===== config.mk =====
export PLATFORM = sky130hd
export DESIGN_NAME = sat_thresh_counter
export DESIGN_NICKNAME = d
export VERILOG_FILES = /design/src/rtl/stc_pkg.sv /design/src/rtl/stc_step_sel.sv /design/src/rtl/stc_next.sv /design/src/rtl/sat_thresh_counter.sv
export SDC_FILE = /design/constraint.sdc
export NUM_CORES = 1
export LEC_CHECK = 0
export BUFFER_PORTS_ARGS = -buffer_cell sky130_fd_sc_hd__buf_4
export CORE_MARGIN = 1.5
export CORE_UTILIZATION = 30
export CTS_CLUSTER_DIAMETER = 120
export CTS_CLUSTER_SIZE = 28
export DETAILED_ROUTE_END_ITERATION = 8
export REMOVE_ABC_BUFFERS = 1
export SLEW_MARGIN = 40
export SYNTH_ARGS = -nofsm -noshare
export SYNTH_HDL_FRONTEND = slang
export SYNTH_SLANG_ARGS = --single-unit

===== constraint.sdc =====
create_clock -name clk -period 5.88 [get_ports clk]
set_clock_uncertainty 0.05 [all_clocks]
set_input_delay 0.588 -clock clk [delete_from_list [all_inputs] [get_ports clk]]
set_output_delay 0.588 -clock clk [all_outputs]
set_load 0.05 [all_outputs]

===== src/rtl/stc_pkg.sv =====
// Shared types for the saturating threshold counter.
package stc_pkg;

    // Wrap indication produced by the next-value logic.
    typedef struct packed {
        logic ovf;
        logic udf;
    } wrap_t;

endpackage


===== src/rtl/stc_step_sel.sv =====
// Picks the step for one direction: a build-time constant or the port value.
// Assumes STEP_W is no wider than the counter that consumes the step.
module stc_step_sel #(
    parameter int unsigned          STEP_W   = 8,
    parameter bit                   USE_PORT = 1'b0,
    parameter logic [STEP_W-1:0]    FIXED    = 2
) (
    input  logic [STEP_W-1:0] port_val,
    output logic [STEP_W-1:0] step
);

    localparam logic [STEP_W-1:0] CONST_STEP = FIXED;

    // Parameter-controlled choice between the external and the fixed step.
    always_comb begin
        step = USE_PORT ? port_val : CONST_STEP;
    end

endmodule


===== src/rtl/stc_next.sv =====
// Computes the next count from the current count and the requested steps.
// It applies clamping for each direction, or reports a wrap when clamping
// is off. Assumes INC_SAT >= DEC_SAT when both clamps are enabled.
module stc_next
    import stc_pkg::*;
#(
    parameter int unsigned       CNT_W      = 32,
    parameter int unsigned       STEP_W     = 8,
    parameter bit                INC_SAT_EN = 1'b1,
    parameter bit                DEC_SAT_EN = 1'b1,
    parameter logic [CNT_W-1:0]  INC_SAT    = 15,
    parameter logic [CNT_W-1:0]  DEC_SAT    = 5
) (
    input  logic [CNT_W-1:0]  cur,
    input  logic              inc_req,
    input  logic              dec_req,
    input  logic [STEP_W-1:0] inc_amt,
    input  logic [STEP_W-1:0] dec_amt,
    output logic [CNT_W-1:0]  nxt,
    output wrap_t             wrap
);

    localparam int unsigned EW = CNT_W + 2;
    localparam logic signed [EW-1:0] HI_BOUND = {2'b00, INC_SAT};
    localparam logic signed [EW-1:0] LO_BOUND = {2'b00, DEC_SAT};

    logic        [EW-1:0] up_e;
    logic        [EW-1:0] dn_e;
    logic signed [EW-1:0] sum;
    logic                 rising;
    logic                 falling;

    // Widens the active steps and forms the signed raw result.
    always_comb begin
        up_e    = inc_req ? {{(EW-STEP_W){1'b0}}, inc_amt} : '0;
        dn_e    = dec_req ? {{(EW-STEP_W){1'b0}}, dec_amt} : '0;
        sum     = signed'({2'b00, cur}) + signed'(up_e) - signed'(dn_e);
        rising  = up_e > dn_e;
        falling = dn_e > up_e;
    end

    // Applies the clamp or detects the wrap for the net direction of motion.
    always_comb begin
        nxt  = sum[CNT_W-1:0];
        wrap = '0;
        if (rising) begin
            if (INC_SAT_EN && (sum > HI_BOUND)) begin
                nxt = INC_SAT;
            end else if (sum[EW-2]) begin
                wrap.ovf = 1'b1;
            end
        end else if (falling) begin
            if (DEC_SAT_EN && (sum < LO_BOUND)) begin
                nxt = DEC_SAT;
            end else if (sum[EW-1]) begin
                wrap.udf = 1'b1;
            end
        end
    end

endmodule


===== src/rtl/sat_thresh_counter.sv =====
// Counter field of a register bank. It moves up and down on hardware
// requests, clamps or wraps in each direction, and gives level threshold
// flags and one-cycle wrap pulses. A software write loads the count and
// wins over the hardware requests. Reset is synchronous and active low.
module sat_thresh_counter
    import stc_pkg::*;
#(
    parameter int unsigned       CNT_W      = 32,
    parameter int unsigned       STEP_W     = 8,
    parameter bit                INC_PORT   = 1'b0,
    parameter bit                DEC_PORT   = 1'b0,
    parameter logic [STEP_W-1:0] INC_STEP   = 2,
    parameter logic [STEP_W-1:0] DEC_STEP   = 2,
    parameter bit                INC_SAT_EN = 1'b1,
    parameter bit                DEC_SAT_EN = 1'b1,
    parameter logic [CNT_W-1:0]  INC_SAT    = 15,
    parameter logic [CNT_W-1:0]  DEC_SAT    = 5,
    parameter logic [CNT_W-1:0]  INC_THR    = 10,
    parameter logic [CNT_W-1:0]  DEC_THR    = 10
) (
    input  logic              clk,
    input  logic              rst_n,
    input  logic              inc_req,
    input  logic              dec_req,
    input  logic [STEP_W-1:0] inc_val,
    input  logic [STEP_W-1:0] dec_val,
    input  logic              sw_wr_en,
    input  logic [CNT_W-1:0]  sw_wr_data,
    output logic [CNT_W-1:0]  sw_rd_data,
    output logic              inc_thr_hit,
    output logic              dec_thr_hit,
    output logic              ovf_pulse,
    output logic              udf_pulse
);

    logic [STEP_W-1:0] inc_amt;
    logic [STEP_W-1:0] dec_amt;
    logic [CNT_W-1:0]  cnt_q;
    logic [CNT_W-1:0]  cnt_nxt;
    wrap_t             wrap_nxt;
    wrap_t             wrap_q;

    stc_step_sel #(.STEP_W(STEP_W), .USE_PORT(INC_PORT), .FIXED(INC_STEP)) i_up_step (
        .port_val (inc_val),
        .step     (inc_amt)
    );

    stc_step_sel #(.STEP_W(STEP_W), .USE_PORT(DEC_PORT), .FIXED(DEC_STEP)) i_dn_step (
        .port_val (dec_val),
        .step     (dec_amt)
    );

    stc_next #(
        .CNT_W(CNT_W), .STEP_W(STEP_W),
        .INC_SAT_EN(INC_SAT_EN), .DEC_SAT_EN(DEC_SAT_EN),
        .INC_SAT(INC_SAT), .DEC_SAT(DEC_SAT)
    ) i_next (
        .cur     (cnt_q),
        .inc_req (inc_req),
        .dec_req (dec_req),
        .inc_amt (inc_amt),
        .dec_amt (dec_amt),
        .nxt     (cnt_nxt),
        .wrap    (wrap_nxt)
    );

    // Count and wrap-pulse registers; the software load has priority.
    always_ff @(posedge clk) begin
        if (!rst_n) begin
            cnt_q  <= '0;
            wrap_q <= '0;
        end else if (sw_wr_en) begin
            cnt_q  <= sw_wr_data;
            wrap_q <= '0;
        end else begin
            cnt_q  <= cnt_nxt;
            wrap_q <= wrap_nxt;
        end
    end

    // Level threshold flags and output mapping.
    always_comb begin
        sw_rd_data  = cnt_q;
        inc_thr_hit = cnt_q >= INC_THR;
        dec_thr_hit = cnt_q <= DEC_THR;
        ovf_pulse   = wrap_q.ovf;
        udf_pulse   = wrap_q.udf;
    end

    // a load is seen on the read port one cycle later.
    p_wr_prio_r5: assert property (@(posedge clk) disable iff (!rst_n)
        sw_wr_en |=> sw_rd_data == $past(sw_wr_data));

    // an idle cycle leaves the count unchanged and no pulses.
    p_idle_hold_r12: assert property (@(posedge clk) disable iff (!rst_n)
        (!sw_wr_en && !inc_req && !dec_req) |=> ($stable(sw_rd_data) && !ovf_pulse && !udf_pulse));

    // a move never wraps both ways at once.
    p_one_wrap_r11: assert property (@(posedge clk) disable iff (!rst_n)
        $onehot0({ovf_pulse, udf_pulse}));

    // Checks tied to the clamping variants.
    if (INC_SAT_EN) begin : g_hi_clamp
        // starting within the upper bound, an upward move stays within it.
        p_hi_bound_r6: assert property (@(posedge clk) disable iff (!rst_n)
            (!sw_wr_en && !dec_req && sw_rd_data <= INC_SAT) |=> sw_rd_data <= INC_SAT);
        // no overflow pulse while clamping upward.
        p_no_overflow_r10: assert property (@(posedge clk) disable iff (!rst_n)
            !ovf_pulse);
    end
    if (DEC_SAT_EN) begin : g_lo_clamp
        // starting within the lower bound, a downward move stays within it.
        p_lo_bound_r7: assert property (@(posedge clk) disable iff (!rst_n)
            (!sw_wr_en && !inc_req && sw_rd_data >= DEC_SAT) |=> sw_rd_data >= DEC_SAT);
        // no underflow pulse while clamping downward.
        p_no_underflow_r11: assert property (@(posedge clk) disable iff (!rst_n)
            !udf_pulse);
    end

endmodule


Word level (Yosys, flattened, before mapping)
Cells that the tools add are included.
{"block": "word_totals", "reg_bits": 34, "elab_cells": 25, "inputBits": 53, "output_inout_bits": 36}
{"block": "op_classes", "n_reduce_logical": 2, "addsub": 2, "n_mux": 9, "order_cmp": 6, "bitwise_logic": 3}
{"op": "32-bit 2-to-1 mux", "n": 5}
{"op": "34-bit > comparator", "n": 2}
{"op": "33-bit by 34-bit adder with 34-bit output", "n": 1}
{"op": "34-bit by 5-bit > comparator with 1-bit output, second input constant", "n": 1}
{"op": "34-bit by 4-bit < comparator with 1-bit output, second input constant", "n": 1}
{"op": "34-bit subtractor", "n": 1}
{"op": "32-bit by 4-bit >= comparator with 1-bit output, second input constant", "n": 1}
{"op": "32-bit by 4-bit <= comparator with 1-bit output, second input constant", "n": 1}
{"op": "5-bit OR reduction", "n": 1}
{"op": "2-bit 2-to-1 mux", "n": 2}
{"op": "4-bit OR reduction", "n": 1}
{"op": "1-bit NOT", "n": 3}
{"op": "1-bit 2-to-1 mux", "n": 2}

Longest topological paths before layout
Gate-level depths: netlist of the first run.
{"block": "depth", "depth_word": 8, "mapped_depth": 16, "ltp_nobuf": 15}

Cells and area by module
Synthesis of the first run repeated with hierarchy kept, for this count alone.
{"block": "unflattened", "cells_unflattened": 624, "area_unflattened_um2": 4795.8}
{"mod": "stc_next", "area_each_um2": 3313.2, "instances": 1, "cells_per_inst": 484, "seq_area_each_um2": 0.0}
{"mod": "sat_thresh_counter", "area_each_um2": 1347.5, "instances": 1, "cells_per_inst": 120, "seq_area_each_um2": 680.7}
{"mod": "stc_step_sel", "area_each_um2": 67.6, "instances": 2, "cells_per_inst": 10, "seq_area_each_um2": 0.0}

Worst setup path after synthesis of the first run
No wires, ideal clock.
{"block": "synth_timing", "path_type": "register to register", "start": "register cnt_q[1], in the netlist sw_rd_data[1]", "end": "register cnt_q[20], in the netlist sw_rd_data[20]", "setup_slack_ns": 0.969, "setup_ns": 0.117, "n_path_buf": 1, "arrival_time_ns": 4.744, "path_stages_with_launch": 16, "required_time_ns": 5.713, "synth_period_minus_slack_ns": 4.911, "path_cell_list": "dfxtp_1 inv_1 fa_1 fa_1 nand2b_1 a2111oi_4 o21ai_1 o31ai_2 xnor2_1 or4b_1 or4_4 nor4_2 a2111oi_2 and2b_4 buf_4 a22o_1"}
{"block": "synth_via", "elab_chain_len": 7, "word_cells_on_any_way": 9, "cone_classes": "add/sub: 2; order compare: 2; mux: 5"}
{"element": "start: declaration", "line_no": "sat_thresh_counter.sv:38", "text": "logic [CNT_W-1:0] cnt_q;"}
{"element": "start signal: assignment", "line_no": "sat_thresh_counter.sv:73", "text": "cnt_q <= sw_wr_data;"}
{"element": "start signal: assignment", "line_no": "sat_thresh_counter.sv:76", "text": "cnt_q <= cnt_nxt;"}
{"element": "33-bit by 34-bit adder with 34-bit output *", "line_no": "stc_next.sv:37", "text": "sum = signed'({2'b00, cur}) + signed'(up_e) - signed'(dn_e);"}
{"element": "34-bit subtractor *", "line_no": "stc_next.sv:37"}
{"element": "34-bit by 4-bit < comparator with 1-bit output", "line_no": "stc_next.sv:53", "text": "if (DEC_SAT_EN && (sum < LO_BOUND)) begin"}
{"element": "32-bit 2-to-1 mux", "line_no": "stc_next.sv:53"}
{"element": "32-bit 2-to-1 mux", "line_no": "stc_next.sv:52", "text": "end else if (falling) begin"}
{"element": "32-bit 2-to-1 mux *", "line_no": "stc_next.sv:46", "text": "if (rising) begin"}
{"element": "32-bit 2-to-1 mux *", "line_no": "sat_thresh_counter.sv:72", "text": "end else if (sw_wr_en) begin"}
Every way passes the cells marked *; elsewhere a longest branch is shown, timed or not.
A chain may end at the register's enable or synchronous reset.

Worst setup path in the final report of the first run
{"block": "layout_timing", "start": "input port inc_req", "end": "register cnt_q[10], in the netlist sw_rd_data[10]"}
{"block": "layout_via", "elab_chain_len": 8, "word_cells_on_any_way": 12, "cone_classes": "add/sub: 2; order compare: 4; mux: 6"}
{"element": "start: declaration", "line_no": "sat_thresh_counter.sv:23", "text": "input logic inc_req,"}
{"element": "2-bit 2-to-1 mux *", "line_no": "stc_next.sv:35", "text": "up_e = inc_req ? {{(EW-STEP_W){1'b0}}, inc_amt} : '0;"}
{"element": "33-bit by 34-bit adder with 34-bit output", "line_no": "stc_next.sv:37"}
{"element": "34-bit subtractor", "line_no": "stc_next.sv:37"}
{"element": "34-bit by 4-bit < comparator with 1-bit output", "line_no": "stc_next.sv:53"}
{"element": "32-bit 2-to-1 mux", "line_no": "stc_next.sv:53"}
{"element": "32-bit 2-to-1 mux", "line_no": "stc_next.sv:52"}
{"element": "32-bit 2-to-1 mux *", "line_no": "stc_next.sv:46"}
{"element": "32-bit 2-to-1 mux *", "line_no": "sat_thresh_counter.sv:72"}
Marks and branches as above.

==> flow_summary.yaml, run 1 <==
status:
  status: "finished clean"
placed_design:
  routabilityCongestion: 0.945
  io_buffers: 72
  place_area_mm2: 0.00466
  hpwl_mm: 10.2
setup_path:
  worstReg2RegEnd: "sw_rd_data[10]"
  critPathSlowestCell: "fa_1"
  critPathTopFamily: "simple AND/OR/NAND/NOR gates"
  crit_arrival_ns: 5.26
  rrSetupSlack_ns: 0.78
  cpPeakStageDelay_ns: 0.55
  cp-end-kind: "register"
  r2r_start: "sw_rd_data[1]"
  critPathMaxFanout: 12
  worstSetupPathType: "in -> reg"
  crit_chain: "buf_4, inv_1, fa_1, fa_1, nand2b_1, a2111oi_4, o21ai_1, o31ai_2, xnor2_1, or4b_1, or4_4, nor4_2, a2111oi_2, nand2b_1, buf_4, o21ai_0"
  start_kind: "input pin"
  ff2ff_path_depth: 15
  critPathRequiredTime_ns: 6.00
  crit_buf_inv: 3
  crit_cells: 16
cts:
  cts_buffers: 5
  cts_resized: 0
  clock_path_buffers: 2
  path_clk_slew_ns: 0.06
  clockRootBuffer: "clkbuf_16"
  hold_buffers: 0
  cts_setup_buffers: 0
  worstSkewPairLatency_ns: 0.30
  cts_tree: "yes"
  clock-sinks: 34
  cts_max_level: 2
global_route:
  grt_max_degree: 32
  antenna_found_initial: 0
  grt-ovfl-total: 0
  grt_pass1_vias: 3918
  globalRouteTotalUtil: 0.181
  grt_pass1_wl_mm: 20.0
sta:
  setup_tns_ns: 0
  finalSetupViolCount: 0
  finalMaxSlewViolations: 0
  maxSlewHeadroom: 0.485
  hold_ws_ns: 0.428
  hold_viol_final: 0
  fin_crit_ns: 5.14
  worstMarginPinSlew_ns: 0.762
  rsz0062_at_grt: "no"
  fmax_mhz: 194
  post-route-period-util: 0.875
layout:
  drive_gt1_frac: 0.171
  antenna_cells: 0
  post-route-util: 0.378
  fill_cells: 1403
  stdcell_area_mm2: 0.00481
  fin_nets: 697
  ff_latch_area_um2: 681
  multi_input_area_mm2: 0.00302
  area_delta_synth_final_pct: 22.4
floorplan:
  die_w_um: 117
  start_util: 0.309
  rows: 41
  core_area_mm2: 0.0127
  die_area_mm2: 0.0138
  num_io_pins: 89
  die_y_um: 117
route:
  vias_per_cell: 5.29
  drtPass1Iterations: 5
  drtIter0Drc: 202
  ant_nets: 0
  vias: 4030
  wl_per_cell_um: 16.2
  wl_mm: 12.4
  drc: 0
synthesis:
  synth_cells: 517
  syn_avg_cell_area_um2: 7.60
  yosysWarnings: 0
  synth_seq_cells: 34
  ys_seq_area_frac: 0.173
  yosysUniqueCellTypes: 75
  synthesis.area_mm2: 0.00393
  synth-edff-count: 0
  yosysTopAreaCellShare: 0.173
  yosys-top-cells-area: "dfxtp_1, ha_1, o21ai_0, a21oi_1, inv_1"
  synth_top_area_cell: "dfxtp_1"
  synth-main-ff-cell: "dfxtp_1"
  async_flop_share: 0
flow_run:
  max_cap_viol_count: 0
min_path:
  hold_end: "sw_rd_data[3]"
  min_path_type: "in -> reg"
  hold_start: "sw_wr_data[3]"
  min_path_cells: 3
state kept, by name, indices dropped and copies added, names as in the netlist:
| name | flops |
|---|---|
| udf_pulse | 1 |
| sw_rd_data | 32 |
| ovf_pulse | 1 |
Yosys cell counts, types with 3 or more instances:
cell type	n
xor2_1	6
o21ai_1	4
inv_1	48
nor2b_1	18
nor2_1	36
or2_2	3
a21o_1	7
o21bai_1	3
a31oi_1	7
dfxtp_1	34
xnor2_1	15
and2_1	5
nand2b_1	19
nand4_1	7
nand2_1	40
a211o_1	3
nor3_1	11
a211oi_1	4
o21a_1	4
a22o_1	15
clkbuf_1	6
ha_1	53
nor4_1	7
nor3b_1	3
o21ai_0	41
a21oi_1	36
o211ai_1	8
o31ai_1	3
nand3_1	8
placed cells by master, fill, tap and decap left out, types with 5 or more instances in the layout:
cell,instances
a21o_1,7
xor2_1,6
clkbuf_16,5
nand2_1,40
inv_1,48
a21oi_1,36
o21ai_0,41
nand3_1,8
nand4_1,7
nor2_1,36
nor4_1,7
nand2b_1,19
dfxtp_1,34
a22o_1,15
buf_4,75
ha_1,53
a31oi_1,7
nor2b_1,18
and2_1,5
o211ai_1,8
nor3_1,11
xnor2_1,15
logic make-up (layout without fill, tap and decap cells):
kind of cell             Yosys count  in the layout  share of synthesized area
adder cells (fa/ha/maj)           55             55                      0.179
multiplexers                       1              1                    0.00255
buffers and inverters             59            132                     0.0589
AO/OA/AOI/OAI                    166            166                      0.289
flip-flops                        34             34                      0.173
other                              1              1                   0.000955
AND/OR/NAND/NOR                  180            180                      0.249
XOR/XNOR                          21             21                     0.0468
layout make-up:
class                           count  area share
Sequential cell                    34       0.142
Clock buffer                        7      0.0297
Clock inverter                      1     0.00104
Timing Repair Buffer               75       0.117
Inverter                           49      0.0383
Tap cell                          172      0.0448
Multi-Input combinational cell    424       0.627
through the flow:
step                      setup WS, ns  cells
final                            0.737    762
after global routing             0.508    762
after CTS                        0.702    762
after detailed placement         0.399    754
after global placement           0.478    754
after floorplan                   1.09    507
worst max path at each step:
stage / from / end / slack, ns
6_report: inc_req / sw_rd_data[10] / 0.74
4_1_cts: inc_req / sw_rd_data[10] / 0.70
3_3_place_gp: inc_req / sw_rd_data[8] / 0.48
2_1_floorplan: sw_rd_data[1] / sw_rd_data[19] / 1.09
3_5_place_dp: inc_req / sw_rd_data[10] / 0.40
5_1_grt: inc_req / sw_rd_data[10] / 0.51
per-layer routing:
| metal | track usage | vias to the layer above | wire (um) |
|---|---|---|---|
| li1 | - | 2015 | - |
| met1 | 0.238 | 1918 | 5830 |
| met2 | 0.304 | 87 | 5880 |
| met3 | 0.0360 | 10 | 512 |
| met4 | 0.0409 | 0 | 138 |
| met5 | 0 | - | 0 |
tightest hold or removal path, stage by stage:
cell and delay (ns):
buf_4 0.07, nand2_1 0.04, nand2_1 0.04
Power of run 1 is left out: the tool's default activity adds up to more than one toggle a clock period on the data nets, which glitch-free logic cannot reach.
==> inputs of run 2 (changes only) <==
--- a/config.mk
+++ b/config.mk
@@ -11,7 +11,9 @@
 export CTS_CLUSTER_DIAMETER = 120
 export CTS_CLUSTER_SIZE = 28
 export DETAILED_ROUTE_END_ITERATION = 8
+export MAX_ROUTING_LAYER = met4
 export REMOVE_ABC_BUFFERS = 1
+export SKIP_LAST_GASP = 1
 export SLEW_MARGIN = 40
 export SYNTH_ARGS = -nofsm -noshare
 export SYNTH_HDL_FRONTEND = slang
==> run 2 against run 1 <==
- critical path depth stayed put
- utilization hardly changed
- critical endpoint is now sw_rd_data[16]
- global-route usage is 0.65 points higher
- via count is 1.2% lower
- maximum frequency is 1.8% higher
==> flow_summary.yaml, run 2 (synthesized netlist as in run 1, its figures left out) <==
floorplan:
  num_io_pins: 89
  die_area_mm2: 0.0138
  die_w_um: 117
  rows: 41
  core_area_mm2: 0.0127
  die_y_um: 117
  start_util: 0.309
flow_run:
  max_cap_viol_count: 0
layout:
  drive_gt1_frac: 0.169
  final_common_cell: "buf_4"
  fin_nets: 698
  multi_input_area_mm2: 0.00302
  largest_reg_flops: 32
  most-common-layout-cells: "buf_4, ha_1, inv_1"
  fill_cells: 1423
  area_delta_synth_final_pct: 22.5
  antenna_cells: 0
  largest-register: "sw_rd_data"
  ff_latch_area_um2: 681
route:
  vias: 3982
  drtPass1Iterations: 4
  wl_mm: 12.5
  wl_per_cell_um: 16.4
  drtIter0Drc: 147
  drc: 0
  ant_nets: 0
  vias_per_cell: 5.23
setup_path:
  critPathSlowestCell: "or4_4"
  worstSetupPathType: "in -> reg"
  cp-end-kind: "register"
  critPathTopFamily: "compound AO/OA/AOI/OAI gates"
  crit_buf_inv: 3
  critPathRequiredTime_ns: 6.04
  critPathMaxFanout: 12
  startpoint: "inc_req"
  crit_arrival_ns: 5.21
  r2r_start: "sw_rd_data[1]"
  crit_chain: "buf_4, inv_1, fa_1, fa_1, nand2b_1, a2111oi_4, o21ai_2, o2111a_1, a311oi_1, o21ai_1, or4_4, nor3_1, a21oi_1, nand2b_1, buf_12, o31ai_1"
  cpPeakStageDelay_ns: 0.58
  start_kind: "input pin"
global_route:
  globalRouteTotalUtil: 0.187
  antenna_found_initial: 0
  grt-ovfl-total: 0
  grt_pass1_wl_mm: 20.1
  grt_max_degree: 32
  grt_pass1_vias: 4007
cts:
  cts_buffers: 5
  cts_resized: 0
  hold_buffers: 0
  clock-sinks: 34
  cts_setup_buffers: 0
  worstSkewPairLatency_ns: 0.29
  path_clk_slew_ns: 0.05
  cts_tree: "yes"
  clock_path_buffers: 2
  clockRootBuffer: "clkbuf_16"
  cts_max_level: 2
placed_design:
  io_buffers: 72
  routabilityCongestion: 0.972
  hpwl_mm: 10.4
min_path:
  min_path_type: "in -> reg"
  hold_start: "sw_wr_data[3]"
sta:
  worstMarginPinSlew_ns: 0.638
  fin_crit_ns: 5.05
  rsz0062_at_grt: "no"
  hold_viol_final: 0
  fmax_mhz: 198
  finalSetupViolCount: 0
  post-route-period-util: 0.859
  setup_tns_ns: 0
  finalMaxSlewViolations: 0
  maxSlewHeadroom: 0.569
status:
  status: "finished clean"
==> run 2: cell types whose count changed in the layout (fill, tap and decap cells not counted) <==
cell,previous run,this run
buf_12,0,1
clkbuf_1,1,2
clkbuf_8,1,0
clkinv_2,1,0
==> run 2: cell type report <==
type,count,area share
tap,172,0.0447
timing repair buffer,76,0.121
sequential,34,0.141
multi-input combinational,424,0.627
clock buffer,7,0.0276
inverter,49,0.0382
==> run 2: worst reg2reg max path, stage by stage (launching register included) <==
cell	delay (ns)
dfxtp_1	0.37
inv_1	0.07
fa_1	0.51
fa_1	0.42
nand2b_1	0.21
a2111oi_4	0.45
o21ai_2	0.20
o2111a_1	0.29
a311oi_1	0.55
o21ai_1	0.20
or4_4	0.58
nor3_1	0.19
a21oi_1	0.16
nand2b_1	0.27
buf_12	0.21
o31ai_1	0.18
==> run 2: layer usage <==
layer | part of all wire | GRT usage
met1 | 0.47 | 0.233
met2 | 0.46 | 0.303
met3 | 0.039 | 0.0355
met4 | 0.027 | 0.0671
met5 | 0 | -
==> run 2: path summary, 6_finish.rpt <==
path              depth (start not counted)        endpoint  slack, ns
setup reg to reg                         15  sw_rd_data[16]       0.88
hold / removal                            3   sw_rd_data[3]       0.43
setup / recovery                         16  sw_rd_data[16]       0.83
hold reg to reg                           2       ovf_pulse       0.56
==> run 2: metrics by stage <==
step / cells / hold slack, ns / area, um^2 / util / setup WS (ns)
after CTS: 762 / 0.420 / 4810 / 0.378 / 0.867
final: 762 / 0.430 / 4810 / 0.378 / 0.827
after floorplan: 507 / 0.637 / 3880 / - / 1.09
after global routing: 762 / 0.443 / 4810 / 0.378 / 0.590
after detailed placement: 755 / 0.562 / 4680 / 0.368 / 0.553
after global placement: 755 / 0.562 / 4680 / 0.368 / 0.567
Power of run 2 is left out for the same reason.
